==> config.mk <==
export PLATFORM = sky130hd
export DESIGN_NAME = vsmv_unit
export DESIGN_NICKNAME = d
export VERILOG_FILES = /design/src/rtl/vsmv_pkg.sv /design/src/rtl/vsmv_decode.sv /design/src/rtl/vsmv_sext.sv /design/src/rtl/vsmv_unit.sv
export SDC_FILE = /design/constraint.sdc
export NUM_CORES = 1
export LEC_CHECK = 0
export BUFFER_PORTS_ARGS = -buffer_cell sky130_fd_sc_hd__buf_2
export CORE_AREA = 2 2 134 136
export DETAILED_ROUTE_END_ITERATION = 6
export DIE_AREA = 0 0 136 138
export PLACE_DENSITY_LB_ADDON = 0.12
export SLEW_MARGIN = 25
export SYNTH_ARGS = -nofsm -noshare
export SYNTH_HDL_FRONTEND = slang
export SYNTH_SLANG_ARGS = --single-unit
export TNS_END_PERCENT = 5
==> constraint.sdc <==
create_clock -name clk -period 4.2 [get_ports clk]
set_clock_uncertainty 0.2 [all_clocks]
set_input_delay 0.21 -clock clk [delete_from_list [all_inputs] [get_ports clk]]
set_output_delay 0.21 -clock clk [all_outputs]
set_load 0.05 [all_outputs]
==> src/rtl/vsmv_pkg.sv <==
package vsmv_pkg;
    localparam logic [6:0] OPC_VEC     = 7'b1010111;
    localparam logic [5:0] F6_SMOVE    = 6'b010000;
    localparam logic [2:0] F3_TO_INT   = 3'b010;
    localparam logic [2:0] F3_FROM_INT = 3'b110;
    localparam int         RIW         = 5;

    typedef enum logic [1:0] {
        MV_NONE,
        MV_TO_INT,
        MV_FROM_INT
    } mv_kind_e;

    typedef struct packed {
        mv_kind_e         kind;
        logic [RIW-1:0]   dst;
        logic [RIW-1:0]   vsrc;
    } mv_dec_t;
endpackage

==> src/rtl/vsmv_decode.sv <==
module vsmv_decode
    import vsmv_pkg::*;
(
    input  logic [31:0] instr,
    output mv_dec_t     dec
);
    logic base_ok;

    always_comb begin
        base_ok  = (instr[6:0] == OPC_VEC) && (instr[31:26] == F6_SMOVE) && instr[25];
        dec.kind = MV_NONE;
        dec.dst  = instr[11:7];
        dec.vsrc = instr[24:20];
        if (base_ok && instr[14:12] == F3_TO_INT && instr[19:15] == '0)
            dec.kind = MV_TO_INT;
        else if (base_ok && instr[14:12] == F3_FROM_INT && instr[24:20] == '0)
            dec.kind = MV_FROM_INT;
    end
endmodule

==> src/rtl/vsmv_sext.sv <==
module vsmv_sext #(
    parameter int W = 64
) (
    input  logic [W-1:0]              raw,
    input  logic [$clog2($clog2(W/8)+1)-1:0] wsel,
    output logic [W-1:0]              ext
);
    localparam int NW = $clog2(W/8) + 1;

    logic [W-1:0] cand [NW];

    for (genvar g = 0; g < NW; g++) begin : g_width
        localparam int EW = 8 << g;
        if (EW >= W) begin : g_full
            assign cand[g] = raw;
        end else begin : g_part
            assign cand[g] = {{(W-EW){raw[EW-1]}}, raw[EW-1:0]};
        end
    end

    assign ext = cand[wsel];
endmodule

==> src/rtl/vsmv_unit.sv <==
module vsmv_unit
    import vsmv_pkg::*;
#(
    parameter int ELEN = 64,
    parameter int VL_W = 16
) (
    input  logic              clk,
    input  logic              rst_n,
    input  logic              in_valid,
    input  logic [31:0]       instr,
    input  logic              vec_on,
    input  logic              vcfg_ok,
    input  logic [2:0]        sew,
    input  logic [VL_W-1:0]   vl,
    input  logic              xlen64,
    input  logic [ELEN-1:0]   rs1_data,
    output logic [RIW-1:0]    vrf_rd_idx,
    input  logic [ELEN-1:0]   vrf_rd_data,
    output logic              illegal,
    output logic              xwb_en,
    output logic [RIW-1:0]    xwb_idx,
    output logic [ELEN-1:0]   xwb_data,
    output logic              vwr_en,
    output logic [RIW-1:0]    vwr_idx,
    output logic [ELEN-1:0]   vwr_data,
    output logic [ELEN/8-1:0] vwr_be,
    output logic              vs_dirty
);
    localparam int NB = ELEN / 8;
    localparam int SW = $clog2($clog2(NB) + 1);

    typedef struct packed {
        logic            illegal;
        logic            xwb_en;
        logic [RIW-1:0]  xwb_idx;
        logic [ELEN-1:0] xwb_data;
        logic            vwr_en;
        logic [RIW-1:0]  vwr_idx;
        logic [ELEN-1:0] vwr_data;
        logic [NB-1:0]   vwr_be;
        logic            vs_dirty;
    } out_t;

    mv_dec_t         dec;
    logic [ELEN-1:0] elem_ext;
    logic [ELEN-1:0] op_ext;
    logic [SW-1:0]   op_wsel;
    logic [NB-1:0]   be_mask;
    logic            bad_sew;
    out_t            out_d, out_q;

    vsmv_decode u_dec (
        .instr (instr),
        .dec   (dec)
    );

    vsmv_sext #(.W(ELEN)) u_elem_ext (
        .raw  (vrf_rd_data),
        .wsel (sew[SW-1:0]),
        .ext  (elem_ext)
    );

    assign op_wsel = xlen64 ? SW'(3) : SW'(2);

    vsmv_sext #(.W(ELEN)) u_op_ext (
        .raw  (rs1_data),
        .wsel (op_wsel),
        .ext  (op_ext)
    );

    assign vrf_rd_idx = dec.vsrc;

    always_comb begin
        for (int b = 0; b < NB; b++)
            be_mask[b] = (b < (1 << sew[SW-1:0]));
    end

    always_comb begin
        out_d   = '0;
        bad_sew = sew[2] || (sew[1:0] == 2'd3 && !xlen64);
        if (in_valid) begin
            if (dec.kind == MV_NONE || !vec_on || !vcfg_ok || bad_sew) begin
                out_d.illegal = 1'b1;
            end else if (dec.kind == MV_TO_INT) begin
                if (dec.dst != '0) begin
                    out_d.xwb_en   = 1'b1;
                    out_d.xwb_idx  = dec.dst;
                    out_d.xwb_data = xlen64 ? elem_ext
                                            : {{(ELEN-32){1'b0}}, elem_ext[31:0]};
                end
            end else if (vl != '0) begin
                out_d.vwr_en   = 1'b1;
                out_d.vwr_idx  = dec.dst;
                out_d.vwr_data = op_ext;
                out_d.vwr_be   = be_mask;
                out_d.vs_dirty = 1'b1;
            end
        end
    end

    always_ff @(posedge clk) begin
        if (!rst_n) out_q <= '0;
        else        out_q <= out_d;
    end

    assign illegal  = out_q.illegal;
    assign xwb_en   = out_q.xwb_en;
    assign xwb_idx  = out_q.xwb_idx;
    assign xwb_data = out_q.xwb_data;
    assign vwr_en   = out_q.vwr_en;
    assign vwr_idx  = out_q.vwr_idx;
    assign vwr_data = out_q.vwr_data;
    assign vwr_be   = out_q.vwr_be;
    assign vs_dirty = out_q.vs_dirty;

    p_illegal_blocks_writes_r8: assert property (@(posedge clk) disable iff (!rst_n)
        illegal |-> (!xwb_en && !vwr_en && !vs_dirty));

    p_vl_zero_no_write_r5: assert property (@(posedge clk) disable iff (!rst_n)
        (in_valid && vl == '0) |=> !vwr_en);

    p_idle_quiet_r9: assert property (@(posedge clk) disable iff (!rst_n)
        !in_valid |=> (!illegal && !xwb_en && !vwr_en && !vs_dirty));

    p_no_x0_write_r3: assert property (@(posedge clk) disable iff (!rst_n)
        xwb_en |-> (xwb_idx != '0));

    p_be_contiguous_r4: assert property (@(posedge clk) disable iff (!rst_n)
        vwr_en |-> (vwr_be[0] && ((vwr_be & (vwr_be + 1'b1)) == '0)));

    p_dirty_with_write_r7: assert property (@(posedge clk) disable iff (!rst_n)
        vs_dirty |-> vwr_en);

    p_single_outcome_r1: assert property (@(posedge clk) disable iff (!rst_n)
        $onehot0({illegal, xwb_en, vwr_en}));
endmodule

==> impl_metrics.csv <==
group,metric,value,unit
timing,fmax,397,MHz
finish,drive_above_1_share,0.440,
grt,grtUsageTotal,0.188,
clock_network,htree_num_levels,4,
placement,dp.cells,1042,
timing,fin_crit_sh,0.599,
synth,syn-num-nets,711,
clock_network,cts_sinks,146,
synth,synth-seq-area-share,0.563,
finish,multi_input_area,1840,sq um
synth,synth_warnings,0,
grt,grt_pass1_vias,5610,
finish,utilization,0.514,
synth,synth_cell_types,29,
power,p_leak,4.12,nW
finish,n_fill_cell,1651,
timing,hold_viol_final,0,
floorplanning,pin_count,340,
outcome,status,"complete, no violations",
floorplanning,die_w,136,um
critical_path,crit_start,"instr[27]",
clock_network,clk_pin_slew,60,ps
floorplanning,start_util,0.296,
timing,fin_tns_setup,0,ps
placement,dpl.hpwl,12400,um
grt,grt_util_met2,0.351,
grt,grt_max_degree,72,
synth,synthMuxAreaShare,0.00193,
clock_network,postCtsSetupBuffers,0,
floorplanning,dieHeight,138,um
critical_path,crit_type,"in -> reg",
synth,avgSynthCellArea,9.86,sq um
synth,synth-compound-area-share,0.177,
grt,met3_usage,0.0546,
clock_network,cts_tree,"done",
synth,synthSimpleGateAreaFrac,0.165,
grt,top_usage_layer,"met2",
routing,drtIter0Drc,151,
timing,tightest_slew,866,ps
grt,grt_pass1_wl,27700,um
routing,drc_errors,0,
power,ir_drop,0.267,mV
clock_network,cts_root_buffer,"clkbuf_16",
job,drv_cap,0,
floorplanning,rows,49,
routing,vias,5591,
grt,antenna_found_initial,0,
critical_path,crit_arrival,2650,ps
timing,min_period,2520,ps
routing,totalWireLength,18200,um
clock_network,cts_buffers,17,
synth,synth_area,5190,sq um
finish,stdcell_area,9010,sq um
timing,slew_violations,0,
critical_path,crit_path_end_kind,"register",
finish,seqCellArea,2920,sq um
synth,synthXorXnorAreaFrac,0,
routing,wl_per_cell,15.1,um
min_path,holdCritPathClass,"in -> reg",
placement,placed_cell_area,7030,sq um
floorplanning,die-area,18800,sq um
synth,synth_top_family_by_area,"compound AO/OA/AOI/OAI gates",
synth,synthCells,526,
finish,antennaDiodeCount,0,
clock_network,clk_path_buf_depth,2,
critical_path,crit_fanout,42,
synth,synth-seq-cells,146,
grt,gr-total-overflow,0,
timing,rsz0062_at_grt,"no",
finish,fin_cells,1208,
finish,area_growth,73.7,%
synth,synth_fa_ha_area_frac,0,
critical_path,required,4330,ps
critical_path,crit_end,"vwr_data[6]",
grt,grt_use_met1,0.195,
routing,vias_per_cell,4.63,
floorplanning,core,17500,sq um
finish,final_net_count,1152,
timing,max-slew-margin-rel,0.422,
critical_path,crit_path_start_kind,"primary input",
placement,portBuffers,339,
routing,drtAntennaViolNets,0,
power,powerDensity,368,nW/um^2
placement,place.gp.congestion,0.800,
timing,setup_viol,0,
routing,drtPass1Iterations,5,
cell usage in the layout (no fill, tap or decap):
cell / count
bufinv_16: 4
nor2_4: 2
inv_1: 47
clkinv_4: 2
a2111oi_2: 39
nand3_2: 2
and4b_1: 1
a2111oi_0: 1
nand2_1: 37
nor2_2: 1
nor4_1: 30
inv_6: 3
and3b_1: 1
nand4_1: 3
nor2_1: 6
buf_2: 339
nand4b_1: 1
nor3_1: 79
o2111ai_1: 1
clkinvlp_4: 4
nor4_4: 1
or4_1: 1
dlygate4sd3_1: 135
dfxtp_1: 146
mux2i_1: 1
o21ai_0: 8
or3_2: 1
a31oi_4: 1
inv_8: 1
clkbuf_16: 17
o2111ai_4: 1
o21ba_2: 1
nor4bb_1: 1
a21oi_1: 49
buf_4: 11
buf_12: 1
cells by family (layout without fill, tap and decap cells):
family                 count (synthesis)  after routing
AO/OA/AOI/OAI                        101            101
buffers and inverters                111            564
flip-flops                           146            146
multiplexers                           1              1
AND/OR/NAND/NOR                      167            167
cell type report:
type                    count  share of cell area
well taps                 229              0.0318
clock inverters            14              0.0228
clock buffers              17              0.0472
multi-input cells         269               0.204
repair buffers            486               0.350
flip-flops and latches    146               0.324
inverters                  47              0.0196
synthesized netlist by cell type (all sizes together):
library cell	count	area share
nor4	31	0.040
a2111oi	40	0.11
and4b	1	0.0019
nor4bb	1	0.0019
and3b	1	0.0017
o21ai	8	0.0077
buf	28	0.032
clkbuf	36	0.026
o21ba	1	0.0019
nor3	79	0.076
nand4b	1	0.0017
inv	47	0.034
a31oi	1	0.0012
nor2	9	0.0065
a21oi	49	0.047
nand4	3	0.0036
dfxtp	146	0.56
or3	1	0.0012
o2111ai	2	0.0046
nand2	37	0.027
or4	1	0.0014
mux2i	1	0.0019
nand3	2	0.0019
worst min path at each step:
stage | startpoint | to | slack [ps] | cells after the start
floorplan | vrf_rd_data[0] | xwb_data[0] | 130 | 2
global placement | rs1_data[30] | vwr_data[30] | 240 | 3
detailed placement | rs1_data[17] | vwr_data[17] | 240 | 3
CTS | instr[23] | illegal | 2 | 4
global route | instr[23] | illegal | 40 | 4
finish | instr[20] | illegal | 30 | 4
report_power, final:
part / internal [W] / switching (W) / total, W
sequential: 0.00138 / 0.000000367 / 0.00139
combinational: 0.000172 / 0.000134 / 0.000306
clock: 0.00100 / 0.000618 / 0.00162
through the flow:
step                setup slack [ps]  hold WS, ps  power (W)
floorplan                       2160          129    0.00151
global placement                1380          236    0.00162
detailed placement              1260          241    0.00162
CTS                             1700         1.95    0.00334
global route                    1500         38.3    0.00345
finish                          1680         30.8    0.00331
routing by layer:
layer,part of all wire,up-vias
met2,0.53,232
met1,0.38,2597
met4,0.025,0
li1,-,2729
met5,0,-
met3,0.063,33
worst max-delay path, cell delays in order:
cell and delay [ps]:
buf_2 90, or4_1 570, nor4_4 350, nand3_2 720, buf_4 490, nor3_1 200
sequential cells by signal, summed over array words and instances, names as in the netlist:
signal    count
xwb_idx       5
illegal       1
vwr_data     64
vwr_en        1
xwb_data     64
vwr_be        5
xwb_en        1
vwr_idx       5
repair_timing:
action                                 in CTS  in global routing
hold buffers                              135                  0
gates resized for setup                     0                  0
endpoints found under the hold margin     139                  0
Note: power is estimated with default switching activity, not from simulation.
